`src/rtl/cts_pkg.sv`:
```
package cts_pkg;
  localparam int WORD_W = 16;

  typedef struct packed {
    logic              eoc;
    logic              err;
    logic [WORD_W-1:0] data;
  } fifo_ent_t;
endpackage

```
`src/rtl/cts_capture.sv`:
```
module cts_capture
  import cts_pkg::*;
#(
  parameter int NPORTS = 4,
  parameter int ADDR_W = 5
) (
  input  logic              clk,
  input  logic              rst_n,
  input  logic              cfg_mphy,
  input  logic              cfg_par_en,
  input  logic              cfg_par_even,
  input  logic [WORD_W-1:0] tx_word,
  input  logic              tx_par,
  input  logic              tx_sof,
  input  logic              tx_en_n,
  input  logic [ADDR_W-1:0] tx_addr,
  output logic [NPORTS-1:0] cap_v,
  output logic              cap_sof,
  output logic [WORD_W-1:0] cap_data,
  output logic              cap_perr
);
  localparam logic [ADDR_W-1:0] NULL_ADDR = '1;

  logic              en_n_q;
  logic [NPORTS-1:0] held_sel, sel_now, sel;

  // address decode; the null address and out-of-range values select nothing
  always_comb begin
    sel_now = '0;
    if (!cfg_mphy) begin
      sel_now[0] = 1'b1;
    end else if (tx_addr != NULL_ADDR) begin
      for (int p = 0; p < NPORTS; p++) begin
        if (tx_addr == ADDR_W'(p)) sel_now[p] = 1'b1;
      end
    end
    // selection is taken only on the first enable-low edge
    sel = (!cfg_mphy || en_n_q) ? sel_now : held_sel;
  end

  always_ff @(posedge clk) begin
    if (!rst_n) begin
      en_n_q   <= 1'b1;
      held_sel <= '0;
      cap_v    <= '0;
      cap_sof  <= 1'b0;
      cap_data <= '0;
      cap_perr <= 1'b0;
    end else begin
      en_n_q <= tx_en_n;
      if (!tx_en_n) held_sel <= sel;
      cap_v    <= tx_en_n ? '0 : sel;
      cap_sof  <= tx_sof;
      cap_data <= tx_word;
      cap_perr <= cfg_par_en & ((^{tx_word, tx_par}) == cfg_par_even);
    end
  end
endmodule

```
`src/rtl/cts_port_fifo.sv`:
```
module cts_port_fifo
  import cts_pkg::*;
#(
  parameter int CELL_WORDS = 27,
  parameter int FIFO_CELLS = 2,
  parameter int AF_WORDS   = 4
) (
  input  logic              clk,
  input  logic              rst_n,
  input  logic              cfg_cell_level,
  input  logic              wr_v,
  input  logic              wr_sof,
  input  logic [WORD_W-1:0] wr_data,
  input  logic              wr_perr,
  input  logic              rd_ready,
  output logic              rd_valid,
  output logic [WORD_W-1:0] rd_data,
  output logic              rd_eoc,
  output logic              rd_err,
  output logic              clav,
  output logic              perr_seen,
  output logic [$clog2(CELL_WORDS*FIFO_CELLS+1)-1:0] occ
);
  localparam int DEPTH = CELL_WORDS * FIFO_CELLS;
  localparam int PW    = (DEPTH > 1) ? $clog2(DEPTH) : 1;
  localparam int CW    = $clog2(DEPTH + 1);

  fifo_ent_t mem [DEPTH];

  logic [PW-1:0] rd_ptr, wr_ptr, base_ptr;
  logic [CW-1:0] cnt_c, cnt_s, cnt_s_base, wcnt, free_commit, free_all;
  logic          in_cell, cell_err;
  logic          pop, is_sof, admit, store, last, acc_err;

  function automatic logic [PW-1:0] ptr_inc(input logic [PW-1:0] p);
    return (p == PW'(DEPTH - 1)) ? '0 : p + 1'b1;
  endfunction

  function automatic logic [PW-1:0] ptr_back(input logic [PW-1:0] p, input logic [CW-1:0] n);
    int t;
    t = int'(p) - int'(n);
    if (t < 0) t = t + DEPTH;
    return PW'(t);
  endfunction

  always_comb begin
    pop         = rd_valid & rd_ready;
    is_sof      = wr_v & wr_sof;
    free_commit = CW'(DEPTH) - cnt_c;
    admit       = free_commit >= CW'(CELL_WORDS);
    // a start flag rewinds over the partial cell's words
    base_ptr    = is_sof ? ptr_back(wr_ptr, cnt_s) : wr_ptr;
    cnt_s_base  = is_sof ? '0 : cnt_s;
    store       = wr_v & (wr_sof ? admit : in_cell);
    last        = store & (wr_sof ? (CELL_WORDS == 1) : (wcnt == CW'(CELL_WORDS - 1)));
    acc_err     = wr_perr | (~wr_sof & cell_err);
    free_all    = CW'(DEPTH) - cnt_c - cnt_s;
  end

  always_ff @(posedge clk) begin
    if (store) mem[base_ptr] <= '{eoc: last, err: last & acc_err, data: wr_data};
  end

  always_ff @(posedge clk) begin
    if (!rst_n) begin
      rd_ptr    <= '0;
      wr_ptr    <= '0;
      cnt_c     <= '0;
      cnt_s     <= '0;
      wcnt      <= '0;
      in_cell   <= 1'b0;
      cell_err  <= 1'b0;
      perr_seen <= 1'b0;
    end else begin
      if (store)       wr_ptr <= ptr_inc(base_ptr);
      else if (is_sof) wr_ptr <= base_ptr;
      cnt_s <= last ? '0 : cnt_s_base + CW'(store);
      cnt_c <= cnt_c - CW'(pop) + (last ? cnt_s_base + 1'b1 : '0);
      if (is_sof)    in_cell <= admit & ~last;
      else if (last) in_cell <= 1'b0;
      if (store) begin
        wcnt     <= wr_sof ? CW'(1) : wcnt + 1'b1;
        cell_err <= acc_err;
      end
      if (pop) rd_ptr <= ptr_inc(rd_ptr);
      perr_seen <= perr_seen | (wr_v & wr_perr);
    end
  end

  assign rd_valid = cnt_c != '0;
  assign rd_data  = mem[rd_ptr].data;
  assign rd_eoc   = mem[rd_ptr].eoc;
  assign rd_err   = mem[rd_ptr].err;
  assign clav     = cfg_cell_level ? (free_all >= CW'(CELL_WORDS)) : (free_all >= CW'(AF_WORDS));
  assign occ      = cnt_c + cnt_s;
endmodule

```
`src/rtl/cell_tx_slave.sv`:
```
module cell_tx_slave
  import cts_pkg::*;
#(
  parameter int NPORTS     = 4,
  parameter int ADDR_W     = 5,
  parameter int CELL_WORDS = 27,
  parameter int FIFO_CELLS = 2,
  parameter int AF_WORDS   = 4
) (
  input  logic                     clk,
  input  logic                     rst_n,
  input  logic                     cfg_mphy,
  input  logic                     cfg_cell_level,
  input  logic                     cfg_par_en,
  input  logic                     cfg_par_even,
  input  logic [WORD_W-1:0]        tx_word,
  input  logic                     tx_par,
  input  logic                     tx_sof,
  input  logic                     tx_en_n,
  input  logic [ADDR_W-1:0]        tx_addr,
  output logic [NPORTS-1:0]        tx_space,
  input  logic [NPORTS-1:0]        rd_ready,
  output logic [NPORTS-1:0]        rd_valid,
  output logic [NPORTS*WORD_W-1:0] rd_data,
  output logic [NPORTS-1:0]        rd_eoc,
  output logic [NPORTS-1:0]        rd_err,
  output logic [NPORTS-1:0]        par_err_seen
);
  localparam int OCC_W = $clog2(CELL_WORDS * FIFO_CELLS + 1);

  logic [NPORTS-1:0]       cap_v;
  logic                    cap_sof, cap_perr;
  logic [WORD_W-1:0]       cap_data;
  logic [NPORTS*OCC_W-1:0] occ_all;

  cts_capture #(.NPORTS(NPORTS), .ADDR_W(ADDR_W)) cap_i (
    .clk(clk), .rst_n(rst_n), .cfg_mphy(cfg_mphy), .cfg_par_en(cfg_par_en),
    .cfg_par_even(cfg_par_even), .tx_word(tx_word), .tx_par(tx_par),
    .tx_sof(tx_sof), .tx_en_n(tx_en_n), .tx_addr(tx_addr),
    .cap_v(cap_v), .cap_sof(cap_sof), .cap_data(cap_data), .cap_perr(cap_perr)
  );

  for (genvar p = 0; p < NPORTS; p++) begin : g_port
    cts_port_fifo #(
      .CELL_WORDS(CELL_WORDS), .FIFO_CELLS(FIFO_CELLS), .AF_WORDS(AF_WORDS)
    ) fifo_i (
      .clk(clk), .rst_n(rst_n), .cfg_cell_level(cfg_cell_level),
      .wr_v(cap_v[p]), .wr_sof(cap_sof), .wr_data(cap_data), .wr_perr(cap_perr),
      .rd_ready(rd_ready[p]), .rd_valid(rd_valid[p]),
      .rd_data(rd_data[p*WORD_W +: WORD_W]), .rd_eoc(rd_eoc[p]), .rd_err(rd_err[p]),
      .clav(tx_space[p]), .perr_seen(par_err_seen[p]),
      .occ(occ_all[p*OCC_W +: OCC_W])
    );
  end
endmodule

```
`config.mk`:
```
export PLATFORM = sky130hd
export DESIGN_NAME = cell_tx_slave
export DESIGN_NICKNAME = d
export VERILOG_FILES = /design/src/rtl/cts_pkg.sv /design/src/rtl/cts_capture.sv /design/src/rtl/cts_port_fifo.sv /design/src/rtl/cell_tx_slave.sv
export SDC_FILE = /design/constraint.sdc
export NUM_CORES = 2
export LEC_CHECK = 0
export BUFFER_PORTS_ARGS = -buffer_cell sky130_fd_sc_hd__buf_2
export CAP_MARGIN = 20
export CELL_PAD_IN_SITES_DETAIL_PLACEMENT = 0
export CELL_PAD_IN_SITES_GLOBAL_PLACEMENT = 1
export CORE_AREA = 8 8 431 644
export CTS_BUF_LIST = sky130_fd_sc_hd__clkbuf_2 sky130_fd_sc_hd__clkbuf_4 sky130_fd_sc_hd__clkbuf_8
export CTS_CLUSTER_DIAMETER = 40
export DETAILED_ROUTE_END_ITERATION = 8
export DIE_AREA = 0 0 439 652
export PLACE_DENSITY = 0.92
export SETUP_SLACK_MARGIN = 0.4
export SLEW_MARGIN = 20
export SYNTH_ARGS = -nofsm -noshare
export SYNTH_HDL_FRONTEND = slang
export SYNTH_SLANG_ARGS = --single-unit
```
`constraint.sdc`:
```
create_clock -name clk -period 10 [get_ports clk]
set_clock_uncertainty 0.15 [all_clocks]
set_input_delay 2.5 -clock clk [delete_from_list [all_inputs] [get_ports clk]]
set_output_delay 2.5 -clock clk [all_outputs]
set_load 0.02 [all_outputs]
```
# == Yosys cells after proc, flatten, opt, wreduce, memory -nomap -nowiden ==
# Memories as Yosys holds them, arrays and structs flattened. A register that Yosys moved wholly into a read port is not among the register bits.
# Index checks and enable logic that the tools add are counted.
# classes
reduce_logical,21
bitwise,47
div,0
magnitude_cmp,16
n_eq_ne,17
n_shift,0
n_mul,0
muxes,80
n_addsub,44
# op_table
operator,n
$mux 6,44
$add 6x1->6 const B,16
$eq 6x6->1 const B,8
$ge 6x5->1 const B,8
$and 1x1->1,33
$mux 1,33
$lt 7x1->1 const B,4
$sub 6x6->7,4
$add 6x1->6,4
$add 6x5->6 const B,4
$add 6x6->6,4
$eq 6x5->1 const B,4
$ge 6x3->1 const B,4
$reduce_bool 6->1,4
$sub 6x1->6,4
$sub 6x6->6,4
$sub 6x6->6 const A,4
$reduce_xor 17->1,1
$reduce_bool 2->1,8
$eq 5x2->1 const B,2
$reduce_or 2->1,5
$mux 4,2
$or 1x1->1,8
$not 1->1,6
7 further kinds,7
# totals
word_cells,267
inputBits,34
ram_bits,3888
output_inout_bits,84
ff_bits,159
latch_bits,0
mem_bits_ro,0
memories,4
# mem_list
memory,words,word_bits,rd,rd_clocked_by_memory_dff,wr,line_no,rtl
g_port[0].fifo_i.mem,54,18,1,1,1,cts_port_fifo.sv:28,fifo_ent_t mem [DEPTH];
g_port[1].fifo_i.mem,54,18,1,1,1,cts_port_fifo.sv:28,
g_port[2].fifo_i.mem,54,18,1,1,1,cts_port_fifo.sv:28,
g_port[3].fifo_i.mem,54,18,1,1,1,cts_port_fifo.sv:28,

# == Longest topological paths before layout ==
# depth
word_depth,8
mapped_depth,19
ltp_nobuf,17

# == Hierarchy ==
# From an unflattened synthesis, not the netlist that was laid out.
# unflattened
hier_cells,7473
area_unflattened_um2,161434.8
# by_module_without_submodules
mod,area_per_inst_um2,cells_per_inst,n_inst,seq_area_each_um2
cts_port_fifo at g_port[1].fifo_i ...,40137.2,1853,2,29968.7
cts_port_fifo at g_port[0].fifo_i,40070.9,1834,1,29968.7
cts_port_fifo at g_port[3].fifo_i,40065.9,1837,1,29968.7
cts_capture,1023.5,96,1,540.5

# == Worst setup path before layout ==
# Ideal clock, no wire load.
# synth_path
kind,input -> output
from,in cfg_cell_level
to,out tx_space[0]
arrival_ps,2982
slack_ps,4368
required_time_ps,7350
cell_stages,5
cell_sequence,o21ai_0 > o21ai_0 > a22o_1 > nand2_1 > buf_4
# synth_between
elab_chain_len,1
# synth_rtl
item,line_no,rtl
"start, declared",cell_tx_slave.sv:13,"input logic cfg_cell_level,"
$mux 1,cts_port_fifo.sv:94,assign clav = cfg_cell_level ? (free_all >= CW'(CELL_WORDS)) : (free_all >= CW'(AF_WORDS));
"end, declared",cell_tx_slave.sv:21,"output logic [NPORTS-1:0] tx_space,"
# No other way between the ends.

==> results by group <==
Outcome
  – Status: finished, final reports clean

Critical path
  – Worst EP arrival: 4.98 ns
  – Worst EP required: 7.35 ns
  – Worst setup EP type: output pin
  – Critical setup path kind: reg -> out
  – Worst r2r path cells: 12
  – Reg-to-Reg Start: g_port[3].fifo_i.cnt_s[0]
  – CP Max Fanout: 116
  – Critical Path Start Type: register
  – R2r setup slk: 4.94 ns
  – End point of the critical path: rd_data[25]
  – Worst r2r dst: g_port[3].fifo_i.mem[0][1]

Die
  – Die ar.: 286200 um^2
  – Row count: 233
  – Initial Util: 59.84%
  – Floorplan core area: 267600 um^2
  – Die height: 652 um
  – # IOs: 118
  – Die width: 439 um

Synth
  – Synth area leader: edfxtp_1
  – Yosys warnings: 0
  – Sequential fraction of the synthesis area: 75.19%
  – Async SR Flop Fraction: 0%
  – Synth top area cells: edfxtp_1, mux4_2, dfxtp_1
  – Main synth FF type: edfxtp_1
  – Mean Syn Cell Area: 21.80 um^2
  – Synth Cell Area: 160200 um^2
  – Syn Nets: 7524
  – Share of the synthesized area in the top cell type: 72.90%
  – Synth top cells by count: edfxtp_1, mux4_2, nor2_1
  – Synth unique cells: 85
  – Post-Syn Instances: 7346
  – Yosys reg bits: 4071
  – Most common cell in the netlist: edfxtp_1
  – Post-synth EDFFs: 3888

Clocking
  – Bufs on Longest Clock Path: 4
  – Clk root buf: clkbuf_8
  – Worst-Skew Late Latency: 1.03 ns
  – Post CTS Setup Buffer Count: 0
  – CTS Sinks: 4071
  – Post-cts repair resize count: 0
  – Clock slew at reported path FFs: 0.06 ns
  – Hold_buf cts: 0
  – CTS tree: yes
  – Htree depth: 6
  – CTS buffer count: 577

STA
  – Setup_tns: 0 ns
  – Setup violators final: 0
  – Final period utilization: 76.32%
  – Fmax: 131.0 MHz
  – Minimum clock period: 7.632 ns
  – Endpoints failing hold: 0
  – Measured slew at the worst slew-check pin: 1.192 ns
  – Rel. slew slack: 20.24%
  – RSZ-0062 raised after global routing: no
  – Max Slew Vio Count: 0

Min path
  – HP Class: reg -> reg

Finish
  – Fill count: 15330
  – Fin util: 66.47%
  – Nets: 8165
  – Share of layout cells above drive strength 1: 31.90%
  – Area delta synth->final: 11.07%
  – Finished Layout Cells: 11960

Placement
  – Placed cells: 10930
  – Port Buf Inserts: 117
  – Placed wire-length estimate: 236400 um
  – Gpl congestion: 0.8433

Power
  – Worst vdd ir: 0.3097 mV
  – Leak: 55.50 nW
  – Power after layout: 39.43 mW
  – Power per cell area: 221.7 nW/um^2

Detailed routing
  – ANT nets after route: 0
  – DR pass1 iterations: 8
  – Final wirelength: 404500 um
  – Met2 wire length: 207900 um
  – Initial drt markers: 10430
  – Wire per inst: 33.82 um
  – Uppermost routed layer: met5
  – M1 WL: 127900 um
  – Via density: 6.743
  – Via count: 80640
  – # DRC: 0
  – Routed wl met3: 38230 um

Flow run
  – Max-Cap Viols: 0

Global route
  – Number of global-route vias before repair: 84510
  – First-pass GRT wire length: 578300 um
  – Initial antenna violation count: 23
  – Largest net degree at the start of global routing: 160
  – Grt ovf: 0
  – Overall Global Routing Usage: 27.96%
==> per-layer routing <==
metal	vias up	global-route usage, %
met5	-	0
met4	20	17.34
met3	1519	5.546
met2	5644	48.22
met1	41620	32.34
li1	31830	-
==> per-stage QoR <==
stage	hold WS, ns	cell area, um^2	worst slack, ns
global placement	0.2998	166300	3.517
finish	0.3230	177900	2.368
floorplan	0.2880	160200	4.368
detailed placement	0.3158	166300	3.351
CTS	0.3228	177700	2.168
global route	0.3507	177800	2.047
==> placed cells by master, fill, tap and decap left out, types with 26 or more instances in the layout <==
cell type,instances
nor2_2,55
o21ai_0,30
a21o_1,26
mux2i_1,75
nor2_1,393
mux4_2,1224
clkinv_1,107
edfxtp_1,3888
xnor2_1,122
dfxtp_1,149
nand3_1,56
and2_1,44
dfxtp_4,29
bufinv_16,26
ha_1,132
clkbuf_8,608
clkinv_2,68
buf_4,291
nand2_1,138
inv_1,136
xor2_1,57
nand4_1,26
buf_2,117
clkbuf_4,152
a21oi_1,136
==> report_power, final <==
part	leakage (nW)	switching, mW	internal, mW	total (mW)
registers	36.6	0.332	18.7	19.0
logic	12.9	3.70	3.53	7.23
clock network	6.00	6.26	6.91	13.2
total	55.5	10.3	29.1	39.4
==> sequential cells by signal, indices dropped and copies added, names as in the netlist, 4 cells and up, named ones only <==
name / cells
g_port.fifo_i.mem: 3888
g_port.fifo_i.cnt_c: 24
g_port.fifo_i.cnt_s: 24
g_port.fifo_i.rd_ptr: 24
g_port.fifo_i.wcnt: 24
g_port.fifo_i.wr_ptr: 24
cap_i.cap_data: 16
cap_i.cap_v: 4
cap_i.held_sel: 4
g_port.fifo_i.cell_err: 4
g_port.fifo_i.in_cell: 4
g_port.fifo_i.perr_seen: 4
==> critical path, cell delays in order (launching register included) <==
cell	delay, ns
dfxtp_4	0.97
buf_12	0.73
mux4_2	0.67
mux4_2	0.63
mux4_2	0.58
buf_2	0.19
==> logic make-up (layout without fill, tap and decap cells) <==
family                     Yosys count  after routing  synth area share (%)
DFF                               4071           4071                 75.19
muxes                             1300           1300                 17.69
and+or+nand+nor                    828            828                 2.318
buffers and inverters              506           1575                 1.332
AOI/OAI and AO/OA                  314            314                 1.264
xor gates and xnor gates           182            182                 1.021
adders and majority gates          145            145                 1.187
other                                0             19                     0
==> worst min-delay path by stage <==
stage | from | to | slack [ns] | cells after the start
2_1_floorplan | g_port[0].fifo_i.perr_seen | g_port[0].fifo_i.perr_seen | 0.29 | 2
3_3_place_gp | g_port[2].fifo_i.perr_seen | g_port[2].fifo_i.perr_seen | 0.30 | 2
3_5_place_dp | g_port[1].fifo_i.in_cell | g_port[1].fifo_i.in_cell | 0.32 | 2
4_1_cts | g_port[1].fifo_i.in_cell | g_port[1].fifo_i.in_cell | 0.32 | 2
5_1_grt | g_port[1].fifo_i.in_cell | g_port[1].fifo_i.in_cell | 0.35 | 2
6_report | g_port[1].fifo_i.in_cell | g_port[1].fifo_i.in_cell | 0.32 | 2
==> final cells by class <==
class | instances | area (um^2) | area share [%]
clock buffer | 760 | 9509 | 5.345
multi-input combinational | 2769 | 37800 | 21.25
timing repair buffer | 425 | 3117 | 1.752
clock inverter | 247 | 1941 | 1.091
tap | 3525 | 4410 | 2.479
sequential | 4071 | 120500 | 67.76
inverter | 143 | 539.3 | 0.3031
antenna | 19 | 47.55 | 0.02673
(Power assumes the default switching activity.)
